$ cat config.mk
export PLATFORM = sky130hd
export DESIGN_NAME = cfg_lock_reg
export DESIGN_NICKNAME = d
export VERILOG_FILES = /design/src/rtl/cfg_lock_reg.sv
export SDC_FILE = /design/constraint.sdc
export NUM_CORES = 1
export LEC_CHECK = 0
export BUFFER_PORTS_ARGS = -buffer_cell sky130_fd_sc_hd__buf_2
export CAP_MARGIN = 20
export CORE_UTILIZATION = 40
export CTS_CLUSTER_DIAMETER = 120
export CTS_CLUSTER_SIZE = 10
export DETAILED_ROUTE_END_ITERATION = 8
export PLACE_DENSITY = 0.8
export SETUP_SLACK_MARGIN = 0.5
export SLEW_MARGIN = 10
export SYNTH_ARGS = -nofsm -noshare
export SYNTH_HDL_FRONTEND = slang
export SYNTH_SLANG_ARGS = --single-unit
$ cat constraint.sdc
create_clock -name clk -period 2.15 [get_ports clk]
set_clock_uncertainty 0.05 [all_clocks]
set_input_delay 0.3225 -clock clk [delete_from_list [all_inputs] [get_ports clk]]
set_output_delay 0.3225 -clock clk [all_outputs]
set_load 0.05 [all_outputs]
$ cat src/rtl/cfg_lock_reg.sv
module cfg_lock_reg (
  input  logic        clk,
  input  logic        rst_n,
  input  logic        boot_window,
  input  logic        preload_strobe,
  input  logic        boot_fail,
  input  logic        boot_blank,
  input  logic [31:0] flash_word,
  input  logic        wr_en,
  input  logic [31:0] wr_data,
  input  logic        trace_allow,
  output logic [31:0] rd_data,
  output logic        trace_out_en,
  output logic        ecc_on,
  output logic        dynamic_ecc,
  output logic        write_rejected
);

  localparam logic [31:0] RST_VAL = 32'h7100_000B;
  localparam logic [31:0] PROT_M  = 32'h0000_3C00;
  localparam logic [31:0] LOCK_M  = 32'h0000_C000;
  localparam logic [31:0] PLAIN_M = 32'h7FFF_03FF;
  localparam logic [31:0] KEEP_M  = 32'h0000_FC18;
  localparam logic [31:0] PRE_M   = ~KEEP_M & 32'h7FFF_FFFF;

  logic [31:0] cfg_q, cfg_d;
  logic        loaded_q;
  logic [1:0]  lock;
  logic        wr_go, pre_go, trusted, lock_ok;

  assign lock    = cfg_q[15:14];
  assign wr_go   = wr_en && !boot_window;
  assign pre_go  = preload_strobe && boot_window && !loaded_q;
  assign trusted = !boot_fail && !boot_blank;
  assign lock_ok = (lock != 2'b11) && (wr_data[15:14] != 2'b01);

  always_comb begin
    cfg_d = cfg_q;
    if (pre_go && trusted) begin
      cfg_d = (cfg_q & KEEP_M) | (flash_word & PRE_M);
    end else if (wr_go) begin
      if (lock == 2'b00)
        cfg_d = (cfg_d & ~PLAIN_M) | (wr_data & PLAIN_M) | (wr_data & PROT_M);
      if (lock_ok)
        cfg_d = (cfg_d & ~LOCK_M) | (wr_data & LOCK_M);
    end
  end

  always_ff @(posedge clk or negedge rst_n) begin
    if (!rst_n) begin
      cfg_q          <= RST_VAL;
      loaded_q       <= 1'b0;
      write_rejected <= 1'b0;
    end else begin
      cfg_q          <= cfg_d;
      if (pre_go) loaded_q <= 1'b1;
      write_rejected <= wr_go && (lock != 2'b00);
    end
  end

  assign rd_data      = cfg_q;
  assign trace_out_en = cfg_q[2] & trace_allow;
  assign ecc_on       = ~cfg_q[29];
  assign dynamic_ecc  = (cfg_q[29:28] == 2'b01);

  a_r2_top_bit_zero: assert property (@(posedge clk) disable iff (!rst_n)
    !rd_data[31]);

  a_r3_locked_hold: assert property (@(posedge clk) disable iff (!rst_n)
    (wr_en && !boot_window && rd_data[15:14] != 2'b00) |=>
      (rd_data[30:16] == $past(rd_data[30:16]) && rd_data[9:0] == $past(rd_data[9:0])));

  a_r4_hard_lock_sticky: assert property (@(posedge clk) disable iff (!rst_n)
    (rd_data[15:14] == 2'b11) |=> (rd_data[15:14] == 2'b11));

  a_r5_no_reserved_code: assert property (@(posedge clk) disable iff (!rst_n)
    rd_data[15:14] != 2'b01);

  a_r6_prot_set_only: assert property (@(posedge clk) disable iff (!rst_n)
    rst_n |=> (($past(rd_data[13:10]) & ~rd_data[13:10]) == 4'b0000));

  a_r7_untrusted_keep: assert property (@(posedge clk) disable iff (!rst_n)
    (preload_strobe && boot_window && (boot_fail || boot_blank)) |=> $stable(rd_data));

  a_r8_preload_skips: assert property (@(posedge clk) disable iff (!rst_n)
    (preload_strobe && boot_window) |=>
      (rd_data[15:10] == $past(rd_data[15:10]) && rd_data[4:3] == $past(rd_data[4:3])));

  a_r9_single_preload: assert property (@(posedge clk) disable iff (!rst_n)
    (loaded_q && boot_window) |=> $stable(rd_data));

  a_r10_window_blocks_writes: assert property (@(posedge clk) disable iff (!rst_n)
    (boot_window && !preload_strobe) |=> $stable(rd_data));

  a_r11_trace_gate: assert property (@(posedge clk) disable iff (!rst_n)
    !trace_allow |-> !trace_out_en);

  a_r12_ecc_decode: assert property (@(posedge clk) disable iff (!rst_n)
    dynamic_ecc |-> ecc_on);

  a_r13_reject_cause: assert property (@(posedge clk) disable iff (!rst_n)
    write_rejected |-> $past(wr_en && !boot_window && rd_data[15:14] != 2'b00));

endmodule

==> impl_metrics.py, run 1 <==
metrics = {
    "detailed_routing": {
        "drtIter0Drc": 59,
        "vias": 1323,
        "antenna_left": 0,
        "dr.pass1.iters": 4,
        "finalWirelength_um": 3390,
        "drcViolationCount": 0,
        "viasPerCell": 5.13,
        "routedWlPerCell_um": 13.1,
    },
    "placement": {
        "gp_congestion": 0.759,
        "place_area_um2": 1950,
        "io_buffer_count": 96,
        "hpwl_um": 2470,
    },
    "timing": {
        "period_share_pct": 74.3,
        "whs_ns": -0.0208,
        "worstMarginPinSlew_ns": 0.697,
        "slew_violations": 0,
        "setup_tns_ns": 0,
        "rsz0062_at_grt": "yes",
        "timing.fmax_mhz": 626,
        "setup_violations": 0,
        "hold_violations": 22,
        "relSlewSlack_pct": 53.5,
        "fin_crit_ns": 1.60,
    },
    "floorplan": {
        "die_area_um2": 3910,
        "core_um2": 3420,
        "pin_count": 108,
        "die_y_um": 62.5,
        "die_w_um": 62.5,
        "start_util_pct": 42.9,
        "rows": 21,
    },
    "grt": {
        "met1_usage_pct": 21.6,
        "track_usage_pct": 19.3,
        "gr-usage-met2_pct": 32.2,
        "grt_use_met3_pct": 6.02,
        "antenna_found_initial": 0,
        "busiest_layer": "met2",
        "grt_overflow": 0,
        "grt_max_degree": 34,
        "grt_pass1_wl_um": 5830,
        "grt_pass1_vias": 1311,
    },
    "power": {
        "clockPowerShare_pct": 13.5,
        "power.internal_mw": 1.24,
        "power_density_nw_per_um2": 1160,
        "power_frac_comb_pct": 47.5,
        "power.total_mw": 2.33,
        "sw_frac_of_total_pct": 46.8,
        "ir_drop_uv": 554,
        "leakage_nw": 1.08,
        "p_sw_mw": 1.09,
        "pwr-share-seq_pct": 39.0,
    },
    "synth": {
        "synth_most_common_cell": "dfrtp_1",
        "avgSynthCellArea_um2": 12.6,
        "synth_cell_type_count": 23,
        "ys.flop_type": "dfrtp_1",
        "syn-num-nets": 188,
        "yosys.area.top_type": "dfrtp_1",
        "synth_edf_count": 0,
        "yosys-top-cells-count": "26 x dfrtp_1, 24 x and2_1, 23 x a221o_1",
        "ys_ff_latch": 33,
        "synth_cells": 116,
        "seq_area_frac_synth_pct": 57.0,
        "synth_top_area_share_pct": 44.4,
        "synth.cell_area_um2": 1470,
        "yosysWarnings": 0,
        "ys_top_cells_by_area": "dfrtp_1 44%, a221o_1 16%, dfstp_2 13%, and2_1 10%, buf_6 2.3%",
        "synthArstFlopShare_pct": 100,
    },
    "clocking": {
        "clk_pin_slew_ns": 0.10,
        "clkLatencyLatePin_ns": 0.32,
        "numCtsBuffers": 5,
        "postCtsHoldBufs": 0,
        "cts.path.max_buffers": 2,
        "clkSinkCount": 33,
        "clockRootBuffer": "clkbuf_4",
        "htreeDepth": 2,
        "cts_tree": "done",
    },
    "run_status": {
        "outcome": "finished, violations left",
        "violations": "hold timing",
    },
    "critical_path": {
        "worstSetupEndpointType": "flip-flop",
        "worst_setup_path_start_kind": "flip-flop",
        "critical_path.max_fanout": 29,
        "r2r_cells": 3,
        "rrSetupSlack_ns": 0.55,
        "path_class": "flip-flop to flip-flop",
        "cp.required_ns": 2.30,
        "arrival_ns": 1.75,
    },
    "finish": {
        "final_cell_area_um2": 2020,
        "diodes": 0,
        "drive_above_1_share_pct": 54.7,
        "nets": 283,
        "area_growth_pct": 37.6,
        "nFillCells": 309,
        "fin_util_pct": 59.0,
    },
    "worst_hold_path": {
        "hold_class": "input port to asynchronous set/reset pin",
    },
    "flow_run": {
        "max_cap_viol_count": 0,
    },
}
cell usage in the layout, fill, tap and decap left out:
master and instances:
a221o_1 23, a21oi_1 1, nor2_1 2, clkbuf_4 6
and2_1 24, o21ai_0 2, nand2b_1 1, clkinv_2 1
clkbuf_1 2, inv_1 3, dfrtp_2 2, a21oi_4 1
a21o_1 4, nand2_1 4, conb_1 1, mux2_1 2
dfrtp_1 24, nor2b_2 1, and4bb_1 1, buf_2 95
buf_6 1, and2_4 1, o31ai_1 1, nor4b_4 1
dfstp_2 7, and2b_1 1
per-stage QoR:
step	cells	setup WS [ns]
after floorplan	116	0.522
after CTS	258	0.477
after global routing	258	0.475
after global placement	250	0.276
final	258	0.553
after detailed placement	250	0.258
worst paths after layout:
| path | from | endpoint |
|---|---|---|
| min in group clk | wr_data[12] | rd_data[12] |
| worst max register to register | rd_data[15] | rd_data[4] |
| max in group asynchronous | rst_n | rd_data[15] |
| worst max-delay path | rd_data[15] | rd_data[4] |
| worst min-delay path | rst_n | rd_data[23] |
| worst min register to register | rd_data[12] | rd_data[12] |
flip-flops by register name, indices dropped and copies added (netlist names):
| signal | cells |
|---|---|
| rd_data | 31 |
| write_rejected | 1 |
| loaded_q | 1 |
metal layers:
| layer | share of wire [%] | vias up |
|---|---|---|
| met2 | 48 | 66 |
| met4 | 3.1 | 0 |
| met1 | 41 | 633 |
| li1 | - | 613 |
| met3 | 7.9 | 11 |
| met5 | 0 | - |
final cells by class:
cell class              count  area [um^2]  share of cell area (%)
flip-flops and latches     33          837                    41.5
inverters                   3         11.3                   0.559
repair buffers             97          494                    24.5
clock inverters             1         5.00                   0.248
multi-input cells          71          566                    28.1
well taps                  46         57.6                    2.86
clock buffers               7         45.0                    2.23
timing repair:
action	4_1_cts	5_1_grt
endpoints found under the setup margin	19	4
cloned	0	0
buffers inserted	0	0
gates resized for setup	1	2
logic make-up after synthesis:
group | after synthesis | share of synthesized area (%)
and+or+nand+nor | 36 | 16.2
DFF | 33 | 57.0
AOI/OAI and AO/OA | 32 | 19.6
buffers and inverters | 12 | 5.38
muxes | 2 | 1.54
other | 1 | 0.256
worst max-delay path: stages (launching register included):
cell     delay (ns)
dfrtp_2        0.45
nor4b_4        0.38
buf_6          0.26
mux2_1         0.34
power by group through the flow:
stage          Sequential [mW]  Clock [mW]  Combinational [mW]
2_1_floorplan             1.52           0               0.223
3_3_place_gp             0.910           0                1.10
3_5_place_dp             0.919           0                1.11
4_1_cts                  0.909       0.335                1.11
5_1_grt                  0.932       0.364                1.15
6_report                 0.910       0.316                1.11
Power figures use the tool's default switching activity.
==> run 2, diff against run 1 <==
ABC_AREA = 1   (was unset)
CORE_UTILIZATION = 42   (was 40)
clock period = 1.65 ns   (was 2.15 ns; I/O delays follow)
==> run 2 against run 1 <==
The run still ends with hold timing left; register-to-register slack got worse by 0.22 ns; setup slack got worse by 0.38 ns; sequential power rose by 62%; critical path depth did not move; sequential share of layout area fell by 16 points; synthesized cell count rose by 48%; combinational power rose to 3.0 times the previous value; total power rose by 130%; area after synthesis rose by 13%; via count rose by 43%; utilization rose by 28 points; global-route usage rose by 6.6 points; critical endpoint is now dynamic_ecc; highest routed layer unchanged.
==> impl_metrics.py, run 2 <==
metrics = {
    "detailed_routing": {
        "routedWlPerCell_um": 17.6,
        "antenna_left": 0,
        "finalWirelength_um": 6290,
        "dr.pass1.iters": 4,
        "drtIter0Drc": 131,
        "drcViolationCount": 0,
        "viasPerCell": 5.28,
        "vias": 1891,
    },
    "floorplan": {
        "start_util_pct": 44.6,
        "core_um2": 3720,
        "die_y_um": 64.8,
        "die_w_um": 64.8,
        "pin_count": 108,
        "die_area_um2": 4200,
        "rows": 22,
    },
    "finish": {
        "area_growth_pct": 95.9,
        "largest_register_ffs": 31,
        "nets": 381,
        "final_common_cell": "buf_2",
        "drive_above_1_share_pct": 72.9,
        "fin_cells": 358,
        "final_cell_area_um2": 3250,
        "final_cell_mix": "61 x buf_2, 36 x nand3_2, 32 x buf_4",
        "fin_util_pct": 87.3,
        "diodes": 0,
    },
    "power": {
        "ir_drop_uv": 959,
        "leakage_nw": 1.66,
        "power_density_nw_per_um2": 1660,
        "power.total_mw": 5.39,
    },
    "clocking": {
        "htreeDepth": 2,
        "clk_pin_slew_ns": 0.07,
        "clockRootBuffer": "clkbuf_8",
        "cts.path.max_buffers": 2,
        "clkLatencyLatePin_ns": 0.28,
        "cts_tree": "done",
        "numCtsBuffers": 5,
        "clkSinkCount": 33,
    },
    "grt": {
        "track_usage_pct": 25.9,
        "grt_overflow": 0,
        "grt_max_degree": 34,
        "grt_pass1_vias": 1666,
        "antenna_found_initial": 0,
        "grt_pass1_wl_um": 7990,
    },
    "flow_run": {
        "max_cap_viol_count": 0,
    },
    "timing": {
        "hold_violations": 26,
        "whs_ns": -0.0332,
        "setup_tns_ns": 0,
        "timing.fmax_mhz": 677,
        "fin_crit_ns": 1.48,
        "slew_violations": 0,
        "worstMarginPinSlew_ns": 0.725,
        "setup_violations": 0,
        "rsz0062_at_grt": "yes",
        "period_share_pct": 89.5,
        "relSlewSlack_pct": 51.6,
        "postLayoutSetupSlackWorst_ns": 0.173,
    },
    "worst_hold_path": {
        "hold_class": "input port to asynchronous set/reset pin",
    },
    "run_status": {
        "violations": "hold timing",
        "outcome": "finished, violations left",
    },
    "placement": {
        "dp_cells": 309,
        "hpwl_um": 2840,
        "dp_slack_ns": 0.223,
        "io_buffer_count": 96,
        "gp_congestion": 0.695,
        "place_area_um2": 2180,
    },
    "synth": {
        "synth.cell_area_um2": 1660,
        "yosysWarnings": 0,
        "syn-num-nets": 244,
        "synth_top_area_share_pct": 39.3,
        "seq_area_frac_synth_pct": 50.4,
        "ys_top_cells_by_area": "dfrtp_1 39%, nand3_1 15%, nand3_2 12%, dfstp_2 11%, nand2_1 7.7%",
        "ys_ff_latch": 33,
        "synth_cells": 172,
        "ys.flop_type": "dfrtp_1",
        "yosys-top-cells-count": "50 x nand3_1, 34 x nand2_1, 26 x dfrtp_1",
        "synthArstFlopShare_pct": 100,
        "synth_edf_count": 0,
        "synth_cell_type_count": 21,
        "avgSynthCellArea_um2": 9.63,
        "synth_most_common_cell": "nand3_1",
        "yosys.area.top_type": "dfrtp_1",
    },
    "critical_path": {
        "slowest_delay_ns": 0.58,
        "critical_path.max_fanout": 3,
        "worstSetupEndpointType": "output pin",
        "cp_slowest_cell": "dfstp_2",
        "worst_setup_path_start_kind": "flip-flop",
        "cp.required_ns": 1.35,
        "crit_chain": "inv_2 -> nor2_4 -> buf_6",
        "r2r_cells": 6,
        "arrival_ns": 1.18,
        "path_class": "flip-flop to output pin",
    },
}
## run 2: changes by cell type after synthesis, moves of 3 or more
cell     previous run  this run
nand3_1             0        50
nand2_1             4        34
and2_1             24         0
a221o_1            23         0
nand3_2             0        20
a21o_1              4         0
a31o_1              0         4
buf_4               2         5
inv_1               3         6
nor2_4              0         3
## run 2: layout make-up
| class | instances | area, um^2 |
|---|---|---|
| Clock buffer | 8 | 80.1 |
| Fill cell | 196 | 470 |
| Inverter | 7 | 50.0 |
| Multi-Input combinational cell | 122 | 1020 |
| Sequential cell | 33 | 842 |
| Tap cell | 48 | 60.1 |
| Timing Repair Buffer | 137 | 1150 |
| Timing Repair inverter | 3 | 48.8 |
## run 2: final timing paths
kind / startpoint / endpoint / slack, ns
max: rd_data[28] / dynamic_ecc / 0.17
min: rst_n / rd_data[14] / -0.03
max reg2reg: rd_data[14] / rd_data[22] / 0.33
min reg2reg: rd_data[10] / rd_data[10] / 0.44
max in group asynchronous: rst_n / rd_data[15] / 1.08
min in group clk: wr_data[29] / rd_data[29] / 0.12
## run 2: logic make-up after synthesis
kind of cell           share of synthesized area (%)
AO/OA/AOI/OAI                                   2.72
flip-flops                                      50.4
other                                          0.226
buffers and inverters                           6.72
AND/OR/NAND/NOR                                 40.0
## run 2: worst max-delay path, delay by kind of cell (launching register included)
family	cells	cell delay, ns
buf+inv	2	0.21
flops	1	0.58
simple gates	1	0.10
## run 2: layer usage
layer / part of all wire (%) / global-route usage [%] / vias to the layer above
met3: 4.9 / 4.05 / 17
met2: 54 / 46.4 / 87
li1: - / - / 859
met5: 0 / 0 / -
met4: 2.4 / 8.33 / 0
met1: 38 / 31.4 / 928
## run 2: repair_timing
item,4_1_cts,5_1_grt
gates cloned,5,1
endpoints found under the setup margin,59,59
resized for setup,110,36
setup buffers,13,22
endpoints found under the hold margin,24,0
pin swaps,15,12
## run 2: power by group
group | switching [mW] | internal (mW) | leakage (nW)
clock | 0.276 | 0.299 | 0.0395
combinational | 1.92 | 1.43 | 1.24
sequential | 0.295 | 1.17 | 0.379
